--- src/rtl/rtc_cal_pkg.sv ---
package rtc_cal_pkg;

    typedef enum logic [1:0] {
        ST_RUN,
        ST_WINDOW,
        ST_HOLD,
        ST_DIVRST
    } tick_state_e;

    typedef struct packed {
        logic [6:0] cen;
        logic [6:0] yr;
        logic [3:0] mon;
        logic [4:0] dom;
        logic [2:0] dow;
        logic [4:0] hour;
        logic [5:0] min;
        logic [5:0] sec;
    } cal_t;

    localparam cal_t CAL_RESET = '{cen: 7'd20, yr: 7'd0, mon: 4'd1, dom: 5'd1,
                                   dow: 3'd1, hour: 5'd0, min: 6'd0, sec: 6'd0};

    function automatic logic [7:0] to_bcd(input logic [6:0] v);
        logic [6:0] tens;
        logic [6:0] ones;
        tens = v / 7'd10;
        ones = v % 7'd10;
        return {tens[3:0], ones[3:0]};
    endfunction

    function automatic logic [6:0] from_bcd(input logic [7:0] b);
        return 7'(b[7:4]) * 7'd10 + 7'(b[3:0]);
    endfunction

    function automatic logic [4:0] month_len(input logic [3:0] mon, input logic leap);
        logic [4:0] d;
        case (mon)
            4'd4, 4'd6, 4'd9, 4'd11: d = 5'd30;
            4'd2:                    d = leap ? 5'd29 : 5'd28;
            default:                 d = 5'd31;
        endcase
        return d;
    endfunction

endpackage

--- src/rtl/rtc_tick_fsm.sv ---
module rtc_tick_fsm
    import rtc_cal_pkg::*;
#(
    parameter int DIV_BITS  = 15,
    parameter int UIP_TICKS = 8
) (
    input  logic       clk,
    input  logic       rst_n,
    input  logic       tick,
    input  logic [2:0] div_sel,
    input  logic       set_freeze,
    output logic       adv,
    output logic       uip,
    output logic       frozen
);
    localparam logic [DIV_BITS-1:0] CNT_MAX   = '1;
    localparam logic [DIV_BITS-1:0] HALF      = {1'b1, {(DIV_BITS-1){1'b0}}};
    localparam logic [DIV_BITS-1:0] WIN_START = CNT_MAX - DIV_BITS'(UIP_TICKS - 1);

    tick_state_e         state, state_nx;
    logic [DIV_BITS-1:0] cnt, cnt_nx;
    logic                div_rst, run_sel;

    assign div_rst = (div_sel[2:1] == 2'b11);
    assign run_sel = (div_sel <= 3'd2);

    // next-state and prescaler logic
    always_comb begin
        state_nx = state;
        cnt_nx   = cnt;
        adv      = 1'b0;
        if (div_rst) begin
            state_nx = ST_DIVRST;
            cnt_nx   = HALF;
        end else if (!run_sel) begin
            state_nx = ST_HOLD;
        end else begin
            if (tick) cnt_nx = cnt + 1'b1;
            unique case (state)
                ST_WINDOW:                  adv = tick && !set_freeze && (cnt == CNT_MAX);
                ST_RUN, ST_HOLD, ST_DIVRST: adv = 1'b0;
            endcase
            state_nx = (!set_freeze && cnt_nx >= WIN_START) ? ST_WINDOW : ST_RUN;
        end
    end

    // state register
    always_ff @(posedge clk) begin
        if (!rst_n) begin
            state <= ST_RUN;
            cnt   <= '0;
        end else begin
            state <= state_nx;
            cnt   <= cnt_nx;
        end
    end

    // outputs
    always_comb begin
        uip    = (state == ST_WINDOW);
        frozen = set_freeze || !run_sel;
    end

    p_uip_needs_clear_set_r2: assert property (@(posedge clk) disable iff (!rst_n)
        uip |-> $past(!set_freeze));
    p_divrst_no_uip_r3: assert property (@(posedge clk) disable iff (!rst_n)
        div_rst |=> !uip);
    p_release_half_r3: assert property (@(posedge clk) disable iff (!rst_n)
        ($past(state) == ST_DIVRST && state != ST_DIVRST && state != ST_HOLD)
        |-> (cnt == HALF || cnt == HALF + 1'b1));
    p_hold_frozen_r11: assert property (@(posedge clk) disable iff (!rst_n)
        (state == ST_HOLD && !div_rst && !run_sel) |=> $stable(cnt));

endmodule

--- src/rtl/rtc_calendar.sv ---
module rtc_calendar
    import rtc_cal_pkg::*;
(
    input  logic       clk,
    input  logic       rst_n,
    input  logic       adv,
    input  logic       frozen,
    input  logic       wr_en,
    input  logic [2:0] wr_sel,
    input  logic [7:0] wr_data,
    input  logic       bin_mode,
    input  logic       hr24,
    output cal_t       cal,
    output logic       strobe
);
    cal_t       nxt;
    logic [6:0] wval, hraw;
    logic [4:0] h_int;
    logic       wr_ok;

    // carry chain for one second
    always_comb begin
        nxt = cal;
        if (cal.sec != 6'd59) begin
            nxt.sec = cal.sec + 6'd1;
        end else begin
            nxt.sec = 6'd0;
            if (cal.min != 6'd59) begin
                nxt.min = cal.min + 6'd1;
            end else begin
                nxt.min = 6'd0;
                if (cal.hour != 5'd23) begin
                    nxt.hour = cal.hour + 5'd1;
                end else begin
                    nxt.hour = 5'd0;
                    nxt.dow  = (cal.dow >= 3'd7) ? 3'd1 : cal.dow + 3'd1;
                    if (cal.dom < month_len(cal.mon, cal.yr[1:0] == 2'b00)) begin
                        nxt.dom = cal.dom + 5'd1;
                    end else begin
                        nxt.dom = 5'd1;
                        if (cal.mon < 4'd12) begin
                            nxt.mon = cal.mon + 4'd1;
                        end else begin
                            nxt.mon = 4'd1;
                            if (cal.yr < 7'd99) begin
                                nxt.yr = cal.yr + 7'd1;
                            end else begin
                                nxt.yr  = 7'd0;
                                nxt.cen = (cal.cen >= 7'd99) ? 7'd0 : cal.cen + 7'd1;
                            end
                        end
                    end
                end
            end
        end
    end

    // write decode in the current encoding
    always_comb begin
        wr_ok = wr_en && frozen;
        wval  = bin_mode ? wr_data[6:0] : from_bcd(wr_data);
        hraw  = bin_mode ? wr_data[6:0] : from_bcd({1'b0, wr_data[6:0]});
        if (hr24) h_int = hraw[4:0];
        else      h_int = ((hraw == 7'd12) ? 5'd0 : hraw[4:0]) + (wr_data[7] ? 5'd12 : 5'd0);
    end

    always_ff @(posedge clk) begin
        if (!rst_n) begin
            cal    <= CAL_RESET;
            strobe <= 1'b0;
        end else begin
            strobe <= adv;
            if (adv) begin
                cal <= nxt;
            end else if (wr_ok) begin
                case (wr_sel)
                    3'd0: cal.sec  <= wval[5:0];
                    3'd1: cal.min  <= wval[5:0];
                    3'd2: cal.hour <= h_int;
                    3'd3: cal.dow  <= wval[2:0];
                    3'd4: cal.dom  <= wval[4:0];
                    3'd5: cal.mon  <= wval[3:0];
                    3'd6: cal.yr   <= wval;
                    default: cal.cen <= wval;
                endcase
            end
        end
    end

    p_stable_when_frozen_r10: assert property (@(posedge clk) disable iff (!rst_n)
        (frozen && !wr_en) |=> $stable(cal));
    p_strobe_single_r4: assert property (@(posedge clk) disable iff (!rst_n)
        strobe |=> !strobe);
    p_adv_only_running_r2: assert property (@(posedge clk) disable iff (!rst_n)
        adv |-> !frozen);

endmodule

--- src/rtl/rtc_encode.sv ---
module rtc_encode
    import rtc_cal_pkg::*;
(
    input  cal_t       cal,
    input  logic       bin_mode,
    input  logic       hr24,
    output logic [7:0] sec_b,
    output logic [7:0] min_b,
    output logic [7:0] hour_b,
    output logic [7:0] wday_b,
    output logic [7:0] mday_b,
    output logic [7:0] month_b,
    output logic [7:0] year_b,
    output logic [7:0] cent_b
);
    function automatic logic [7:0] enc(input logic [6:0] v, input logic bin);
        return bin ? {1'b0, v} : to_bcd(v);
    endfunction

    logic [4:0] h12;

    always_comb begin
        sec_b   = enc(7'(cal.sec), bin_mode);
        min_b   = enc(7'(cal.min), bin_mode);
        wday_b  = enc(7'(cal.dow), bin_mode);
        mday_b  = enc(7'(cal.dom), bin_mode);
        month_b = enc(7'(cal.mon), bin_mode);
        year_b  = enc(cal.yr, bin_mode);
        cent_b  = enc(cal.cen, bin_mode);
        if (cal.hour == 5'd0)      h12 = 5'd12;
        else if (cal.hour > 5'd12) h12 = cal.hour - 5'd12;
        else                       h12 = cal.hour;
        if (hr24) hour_b = enc(7'(cal.hour), bin_mode);
        else      hour_b = enc(7'(h12), bin_mode) | ((cal.hour >= 5'd12) ? 8'h80 : 8'h00);
    end

endmodule

--- src/rtl/rtc_calendar_core.sv ---
module rtc_calendar_core
    import rtc_cal_pkg::*;
#(
    parameter int DIV_BITS  = 15,
    parameter int UIP_TICKS = 8
) (
    input  logic       clk,
    input  logic       rst_n,
    input  logic       tick_32k,
    input  logic [2:0] div_sel,
    input  logic       set_freeze,
    input  logic       bin_mode,
    input  logic       hr24,
    input  logic       wr_en,
    input  logic [2:0] wr_sel,
    input  logic [7:0] wr_data,
    output logic [7:0] sec_o,
    output logic [7:0] min_o,
    output logic [7:0] hour_o,
    output logic [7:0] wday_o,
    output logic [7:0] mday_o,
    output logic [7:0] month_o,
    output logic [7:0] year_o,
    output logic [7:0] cent_o,
    output logic       uip,
    output logic       upd_strobe
);
    logic adv, frozen;
    cal_t cal;

    rtc_tick_fsm #(.DIV_BITS(DIV_BITS), .UIP_TICKS(UIP_TICKS)) u_fsm (
        .clk(clk), .rst_n(rst_n), .tick(tick_32k), .div_sel(div_sel),
        .set_freeze(set_freeze), .adv(adv), .uip(uip), .frozen(frozen)
    );

    rtc_calendar u_cal (
        .clk(clk), .rst_n(rst_n), .adv(adv), .frozen(frozen), .wr_en(wr_en),
        .wr_sel(wr_sel), .wr_data(wr_data), .bin_mode(bin_mode), .hr24(hr24),
        .cal(cal), .strobe(upd_strobe)
    );

    rtc_encode u_enc (
        .cal(cal), .bin_mode(bin_mode), .hr24(hr24),
        .sec_b(sec_o), .min_b(min_o), .hour_b(hour_o), .wday_b(wday_o),
        .mday_b(mday_o), .month_b(month_o), .year_b(year_o), .cent_b(cent_o)
    );

    p_strobe_after_uip_r4: assert property (@(posedge clk) disable iff (!rst_n)
        upd_strobe |-> $past(uip));
    p_no_strobe_divrst_r3: assert property (@(posedge clk) disable iff (!rst_n)
        (div_sel[2:1] == 2'b11) |=> !upd_strobe);

endmodule

--- config.mk ---
export PLATFORM = sky130hd
export DESIGN_NAME = rtc_calendar_core
export DESIGN_NICKNAME = d
export VERILOG_FILES = /design/src/rtl/rtc_cal_pkg.sv /design/src/rtl/rtc_tick_fsm.sv /design/src/rtl/rtc_calendar.sv /design/src/rtl/rtc_encode.sv /design/src/rtl/rtc_calendar_core.sv
export SDC_FILE = /design/constraint.sdc
export NUM_CORES = 1
export LEC_CHECK = 0
export ABC_CLOCK_PERIOD_IN_PS = 5730
export CORE_MARGIN = 5
export CORE_UTILIZATION = 55
export CTS_CLUSTER_DIAMETER = 40
export DETAILED_ROUTE_END_ITERATION = 7
export PLACE_DENSITY = 0.79
export SYNTH_ARGS = -nofsm -noshare
export SYNTH_HDL_FRONTEND = slang
export SYNTH_HIERARCHICAL = 1
export SYNTH_SLANG_ARGS = --single-unit
export TNS_END_PERCENT = 100
--- constraint.sdc ---
create_clock -name clk -period 5.73 [get_ports clk]
set_clock_uncertainty 0.2 [all_clocks]
set_input_delay 0.8595 -clock clk [delete_from_list [all_inputs] [get_ports clk]]
set_output_delay 0.8595 -clock clk [all_outputs]
set_load 0.01 [all_outputs]
# Yosys cells after proc, flatten, opt, wreduce, memory -nomap -nowiden
# Cells that the tools add are included.
[totals]
rom_bits = 0
in_bits = 21
latchBits = 0
register_bits = 61
n_memories = 0
ram_bits = 0
[classes]
eq_ne = 27
n_div = 18
muxes = 58
n_shift = 0
reduce_logical = 32
bitwise = 2
mul = 2
n_addsub = 13
n_lt_le_gt_ge = 9
[op_table]
columns = ["cell", "count"]
rows = [
  ["$mux 8", 11],
  ["$mux 43", 2],
  ["$mux 15", 5],
  ["$mux 5", 11],
  ["$mux 7", 7],
  ["$mux 37", 1],
  ["$mux 31", 1],
  ["$mux 26", 1],
  ["$mux 6", 4],
  ["$div 5x4->7 const B", 3],
  ["$mod 5x4->7 const B", 3],
  ["$mux 18", 1],
  ["$reduce_bool 2->1", 9],
  ["$add 15x1->15 const B", 1],
  ["$eq 15x15->1 const B", 1],
  ["$ge 15x15->1 const B", 1],
  ["$add 7x1->7 const B", 2],
  ["$add 7x4->7", 2],
  ["$div 6x4->7 const B", 2],
  ["$div 7x4->7 const B", 2],
  ["$mod 6x4->7 const B", 2],
  ["$mod 7x4->7 const B", 2],
  ["$mux 14", 1],
  ["$add 6x1->6 const B", 2],
  ["57 further kinds", 84],
]

# Longest topological paths before layout
# Gate-level depths: netlist of run 1.
[depth]
word_depth = 12
depth_mapped = 19

# By module
# The synthesis of run 1 kept the hierarchy.
[modules_own_cells]
columns = ["module", "area_each_um2", "cells_per_inst", "instances"]
rows = [
  ["rtc_calendar", 3413.3, 432, 1],
  ["rtc_encode", 2959.1, 455, 1],
  ["rtc_tick_fsm", 952.2, 116, 1],
]

# Least setup slack after synthesis of run 1
# Ideal clock, no wire load.
[synth_timing]
kind = "reg2out"
startpoint = "register, netlist name u_cal/cal[14]"
endpoint = "output port hour_o[2]"
path_buffers = 2
stages_incl_launch_ff = 19
arrival_ps = 3963
path_slack_ps = 707
cell_sequence = "dfxtp_1 > buf_2 > inv_1 > ha_1 > nor4b_2 > nor2_1 > and2_2 > clkbuf_1 > inv_1 > ha_1 > or3b_4 > a221oi_4 > nor2_2 > xnor2_1 > ha_1 > o21a_1 > o311ai_4 > mux2_4 > o311ai_2"
[synth_via]
elab_chain_len = 7
word_cells_on_any_way = 11
cone_classes = "1 x add/sub; 2 x div; 1 x order compare; 5 x mux; 1 x bitwise; 1 x reduce/logical"
[synth_lines]
columns = ["item", "line", "rtl"]
rows = [
  ["$sub 5x4->5 or $gt 5x4->1 (tied branches)", "rtc_encode.sv:31", "else if (cal.hour > 5'd12) h12 = cal.hour - 5'd12;"],
  ["$mux 5", "rtc_encode.sv:31", ""],
  ["$mux 5", "rtc_encode.sv:30", "if (cal.hour == 5'd0) h12 = 5'd12;"],
  ["$mod 5x4->7", "rtc_cal_pkg.sv:28", "ones = v % 7'd10;"],
  ["$mux 8", "rtc_encode.sv:17", "return bin ? {1'b0, v} : to_bcd(v);"],
  ["$or 8x8->8", "rtc_encode.sv:34", "else hour_b = enc(7'(h12), bin_mode) | ((cal.hour >= 5'd12) ? 8'h80 : 8'h00);"],
  ["$mux 8 *", "rtc_encode.sv:33", "if (hr24) hour_b = enc(7'(cal.hour), bin_mode);"],
  ["to (decl)", "rtc_calendar_core.sv:19", "output logic [7:0] hour_o,"],
]
# Mark *: on every way between the ends. The rest lies on a longest branch, timed or not.

# Worst setup path after layout of run 1
[layout_timing]
startpoint = "register, netlist name u_cal/cal[15]"
endpoint = "output port hour_o[2]"
[layout_via]
elab_chain_len = 7
word_cells_on_any_way = 11
cone_classes = "1 x add/sub; 2 x div; 1 x order compare; 5 x mux; 1 x bitwise; 1 x reduce/logical"
[layout_lines]
columns = ["item", "line"]
rows = [
  ["$sub 5x4->5 or $gt 5x4->1 (tied branches)", "rtc_encode.sv:31"],
  ["$mux 5", "rtc_encode.sv:31"],
  ["$mux 5", "rtc_encode.sv:30"],
  ["$mod 5x4->7", "rtc_cal_pkg.sv:28"],
  ["$mux 8", "rtc_encode.sv:17"],
  ["$or 8x8->8", "rtc_encode.sv:34"],
  ["$mux 8 *", "rtc_encode.sv:33"],
]
# Marked as above.

==> results of run 1 <==
==> power by group <==
part | switching, µW | internal (µW) | leakage, µW
Sequential | 22.7 | 434 | 0.000496
Combinational | 198 | 148 | 0.00245
Clock | 204 | 391 | 0.000158
Total | 425 | 973 | 0.00311
==> metrics by stage <==
stage               instances  total power, µW  area [µm²]  hold WS [ns]  setup slack [ns]
floorplan                1015              697        7370         0.252             0.707
global placement         1200              796        8030         0.300             0.192
detailed placement       1200              802        8030         0.317            0.0521
CTS                      1216             1400        8350         0.326            0.0232
global route             1218             1460        8390         0.366            0.0337
finish                   1218             1400        8390         0.330             0.247
==> timing repair <==
action | in CTS | in global routing
gates resized for setup | 3 | 10
pin swaps | 0 | 1
cloned | 0 | 0
endpoints found under the setup margin | 2 | 4
buffers inserted | 0 | 2
==> registers in the layout (all words and copies together), names as in the netlist <==
name / flops
u_cal/cal: 43
u_fsm/cnt: 15
u_fsm/state: 2
u_cal/strobe: 1
==> worst min-delay path by stage <==
stage | cells after the start | from | to
2_1_floorplan | 2 | u_cal/cal[35] | u_cal/cal[35]
3_3_place_gp | 2 | u_fsm/cnt[10] | u_fsm/cnt[10]
3_5_place_dp | 2 | u_fsm/cnt[10] | u_fsm/cnt[10]
4_1_cts | 2 | u_fsm/cnt[1] | u_fsm/cnt[1]
5_1_grt | 2 | u_fsm/cnt[9] | u_fsm/cnt[9]
6_report | 2 | u_fsm/cnt[10] | u_fsm/cnt[10]
==> logic make-up after synthesis <==
logic type	share of synthesized area, %
and+or+nand+nor	28.0
AOI/OAI and AO/OA	31.2
buffers and inverters	8.58
DFF	16.7
adders and majority gates	8.44
xor gates and xnor gates	4.30
muxes	2.80
other	0.0512
==> metal layers <==
| layer | wire (µm) | part of all wire (%) | vias up |
|---|---|---|---|
| li1 | - | - | 3758 |
| met1 | 9000 | 46 | 3655 |
| met2 | 9100 | 46 | 275 |
| met3 | 1170 | 6.0 | 26 |
| met4 | 332 | 1.7 | 0 |
| met5 | 0 | 0 | - |
==> worst max-delay path, cell delays in order, from the launching register on <==
cell      delay (ns)
dfxtp_2         0.38
ha_1            0.18
or3b_1          0.40
a211o_1         0.36
and2_2          0.24
inv_1           0.07
ha_1            0.16
or3b_4          0.40
a221oi_4        0.25
nor2_2          0.13
xnor2_2         0.16
ha_2            0.22
o21a_1          0.13
o311ai_4        0.30
mux2_4          0.34
o311ai_2        0.21
clkbuf_2        0.18
==> cell type report <==
class | instances | area share [%]
Multi-Input combinational cell | 817 | 66.1
Sequential cell | 61 | 14.6
Timing Repair Buffer | 91 | 10.3
Clock buffer | 10 | 2.85
Tap cell | 176 | 2.62
Inverter | 57 | 2.55
Clock inverter | 6 | 1.03
==> placed cells by master, fill, tap and decap left out, types with 13 or more instances in the layout <==
cell,synthesis,layout
nor2_1,88,87
nand2_1,77,77
clkdlybuf4s50_1,0,69
o21ai_0,69,69
a21oi_1,62,62
dfxtp_1,61,58
inv_1,56,56
ha_1,43,42
nor3_1,34,33
nand3_1,31,31
nand2b_1,22,22
nor2b_1,21,21
a31oi_1,20,20
xnor2_1,21,20
a211oi_1,19,19
o22ai_1,19,19
buf_4,22,18
xor2_1,15,15
conb_1,1,13
==> flow_summary.toml, run 1 <==
[timing]
tightest_slew_ns = 1.15
rsz0062_at_grt = "false"
fin_crit_sh_pct = 95.7
finalHoldViolations = 0
fin_crit_ns = 5.48
finalMaxSlewViolations = 0
tns_ns = 0
slew-limit-headroom_pct = 22.9
setup_viol = 0
max_clock_freq_mhz = 182

[finish]
seq_area_um2 = 1230
synthToLayoutAreaGrowth_pct = 14.6
nFillCells = 1180
fin_util_pct = 63.9
nets = 1104
drive_gt1_share_pct = 9.31
multiInputGateArea_um2 = 5550
antenna_cells = 0

[synthesis]
yosysWarningCount = 6
synthCells = 1003
synth.most_common_cell = "nor2_1"
synthTopCellsByArea = "dfxtp_1, ha_1, o21ai_0"
yosys.area.top_type_share_pct = 16.7
synth_seq_cells = 61
ys.flop_type = "dfxtp_1"
synth_area_um2 = 7320
avgSynthCellArea_um2 = 7.30
synth_top_cell_by_area = "dfxtp_1"
synth_edf_count = 0
synth-seq-area-share_pct = 16.7
ys_types = 112
synth_common_cells = "nor2_1, nand2_1, o21ai_0"
async_flop_share_pct = 0

[route]
ant_nets = 0
vias = 7714
drt-initial-drc-count = 608
wl_per_cell_um = 16.1
via_per_inst = 6.33
drt-total-wl_um = 19600
drt_pass1_iterations = 6
drc = 0

[setup_path]
critPathCapture = "hour_o[2]"
cp.arrival_ns = 4.42
regToRegEndpoint = "u_cal/cal[37]"
r2r.worst_path.cells = 10
path_class = "reg -> out"
cp_max_fo = 7
cp.required_ns = 4.67
r2r_start = "u_fsm/cnt[0]"
cp-start-kind = "flop"
r2r_slack_ns = 1.97
crit_path_start = "u_cal/cal[15]"
cp-end-kind = "output port"

[power]
powerDensity_nw_per_um2 = 167
power_leakage_uw = 0.00311
ir_drop_mv = 0.131

[run]
drv_cap = 0

[placement]
port_buffers = 73
gp_congestion = 0.892
dp_hpwl_um = 14000

[global_route]
use_met2_pct = 37.8
use_met3_pct = 3.16
grt.busiest_layer = "met2"
grt_max_degree = 50
antenna_found_initial = 0
grt_usage_pct = 23.6
grt_pass1_wl_um = 32200
grt.overflow.total = 0
grt_pass1_vias = 6701
grt_use_met1_pct = 33.0

[floorplan]
die_h_um = 125
rows = 42
dieArea_um2 = 15700
core-area_um2 = 13100
dieWidth_um = 125
start_util_pct = 55.8
ioPinCount = 87

[cts]
cts-root-buf = "clkbuf_16"
cts_tree = "yes"
hold_buffers = 0
cts.reportedPaths.clkPinSlew_ns = 0.05
htreeDepth = 3
clock_sinks = 61
cts_buffers = 9
clock_latency_ns = 0.33
clock_path_buffers = 2

[hold_path]
hold_path_class = "reg -> reg"

[outcome]
status = "complete, no violations"
(Power assumes the default switching activity.)
==> run 2: changes to the inputs <==
SKIP_LAST_GASP = 1   (was not set)
==> run 2 against run 1 <==
Net effect: non-clock buffer count stayed put; maximum frequency is 0.85% lower; final cell count unchanged; core utilization barely moved; first-iteration DRC count unchanged; sequential power about the same; setup slack lost 0.047 ns; sequential share of layout area hardly changed; wire length about the same; sequential cell count is the same; power barely moved; critical path depth did not move; critical path type unchanged; largest power group unchanged.
==> flow_summary.toml, run 2 (synthesis results as in run 1) <==
[hold_path]
hold_path_class = "reg -> reg"
hold_path_depth = 2
min_to = "u_fsm/cnt[10]"
worstHoldStart = "u_fsm/cnt[10]"

[route]
drt-total-wl_um = 19600
drc = 0
drt_pass1_iterations = 7
via_per_inst = 6.33
drt-initial-drc-count = 608
wl_per_cell_um = 16.1
ant_nets = 0
vias = 7715

[setup_path]
r2r_slack_ns = 1.97
cp.required_ns = 4.67
cp-end-kind = "output port"
max_stage_delay_ns = 0.55
crit_path_cell_trace = "ha_1 -> or3b_1 -> a211o_1 -> and2_2 -> inv_1 -> ha_1 -> or3b_4 -> a221oi_4 -> nor2_2 -> xnor2_2 -> ha_2 -> o21a_1 -> o311ai_4 -> nor3_1 -> o22ai_1 -> clkdlybuf4s50_1"
cp-start-kind = "flop"
path_class = "reg -> out"
crit_path_frequent_cell = "ha_1"
r2r.worst_path.cells = 10
r2r_start = "u_fsm/cnt[0]"
cp.arrival_ns = 4.47
cpMaxStageDelayCell = "clkdlybuf4s50_1"
regToRegEndpoint = "u_cal/cal[37]"
cp_max_fo = 7

[cts]
hold_buffers = 0
clock_path_buffers = 2
clock_sinks = 61
htreeDepth = 3
cts-root-buf = "clkbuf_16"
clock_latency_ns = 0.33
cts_tree = "yes"
cts_buffers = 9
cts.reportedPaths.clkPinSlew_ns = 0.05

[placement]
port_buffers = 73
dp_hpwl_um = 14000
gp_congestion = 0.892

[finish]
nets = 1104
regMostFlops = "u_cal/cal"
top_regs = "u_cal/cal: 43 flops, u_fsm/cnt: 15 flops, u_fsm/state: 2 flops"
synthToLayoutAreaGrowth_pct = 14.6
final_cell_mix = "nor2_1, nand2_1, clkdlybuf4s50_1, o21ai_0, a21oi_1"
seq_area_um2 = 1230
drive_gt1_share_pct = 9.31
multiInputGateArea_um2 = 5550
layout_commonest_cell = "nor2_1"
nFillCells = 1181
antenna_cells = 0
largest_register_ffs = 43

[timing]
slew-limit-headroom_pct = 22.9
rsz0062_at_grt = "true"
finalMaxSlewViolations = 0
tightest_slew_ns = 1.15
setup_viol = 0
finalHoldViolations = 0
tns_ns = 0
fin_crit_sh_pct = 96.5
fin_crit_ns = 5.53
holdWs_ns = 0.330
max_clock_freq_mhz = 181

[global_route]
grt.overflow.total = 0
grt_pass1_vias = 6701
grt_max_degree = 50
grt_pass1_wl_um = 32200
grt_usage_pct = 23.6
antenna_found_initial = 0

[outcome]
status = "complete, no violations"

[power]
powerDensity_nw_per_um2 = 167
ir_drop_mv = 0.131
power_leakage_uw = 0.00310

[floorplan]
dieWidth_um = 125
ioPinCount = 87
core-area_um2 = 13100
start_util_pct = 55.8
dieArea_um2 = 15700
rows = 42
die_h_um = 125

[run]
drv_cap = 0
-- run 2: cell types whose count changed in the layout (fill, tap and decap cells not counted), sizes merged --
cell and delta:
dlymetal6s2s -1, clkdlybuf4s50 +1
-- run 2: how the worst max path moves through the flow --
stage,slack [ns],endpoint,from,cells past startpoint
after global routing,-0.07,hour_o[4],u_cal/cal[15],17
final,0.20,hour_o[4],u_cal/cal[15],16
after floorplan,0.71,hour_o[2],u_cal/cal[14],18
after CTS,0.02,hour_o[1],u_cal/cal[14],16
after detailed placement,0.05,hour_o[2],u_cal/cal[14],16
after global placement,0.19,hour_o[2],u_cal/cal[14],16
-- run 2: power breakdown --
group | internal (µW) | leakage [µW] | total [µW] | switching [µW]
Sequential | 434 | 0.000496 | 457 | 22.7
Clock | 391 | 0.000158 | 595 | 204
Combinational | 148 | 0.00244 | 346 | 198
Total | 973 | 0.00310 | 1400 | 424
-- run 2: stage by stage --
stage,power (µW),setup slack [ns],cells,area [µm²],util [%]
finish,1400,0.200,1218,8390,63.9
global placement,796,0.192,1200,8030,61.1
detailed placement,802,0.0521,1200,8030,61.1
floorplan,697,0.707,1015,7370,-
CTS,1400,0.0232,1216,8350,63.6
global route,1460,-0.0736,1218,8390,63.9
-- run 2: layout make-up --
class | count | area share (%)
flip-flops and latches | 61 | 14.6
clock buffers | 10 | 2.85
inverters | 57 | 2.55
multi-input cells | 817 | 66.1
repair buffers | 91 | 10.2
clock inverters | 6 | 1.03
well taps | 176 | 2.62
-- run 2: critical path, delay by kind of cell, from the launching register on --
kind | cells | cell delay [ns]
AND/OR/NAND/NOR | 5 | 1.26
XOR/XNOR | 1 | 0.16
buffers and inverters | 2 | 0.62
adder cells (fa/ha/maj) | 3 | 0.56
AO/OA/AOI/OAI | 5 | 1.17
flip-flops | 1 | 0.38
-- run 2: repair_timing --
action | CTS | global route
setup endpoints to repair | 2 | 4
buffers inserted | 0 | 2
gates resized for setup | 3 | 9
pin swaps | 0 | 1
hold endpoints to repair | 0 | 0
-- run 2: layer usage --
metal | up-vias | track usage, % | part of all wire [%]
li1 | 3758 | - | -
met5 | - | 0 | 0
met3 | 26 | 3.16 | 5.9
met2 | 275 | 37.8 | 46
met4 | 0 | 7.33 | 1.7
met1 | 3656 | 33.0 | 46
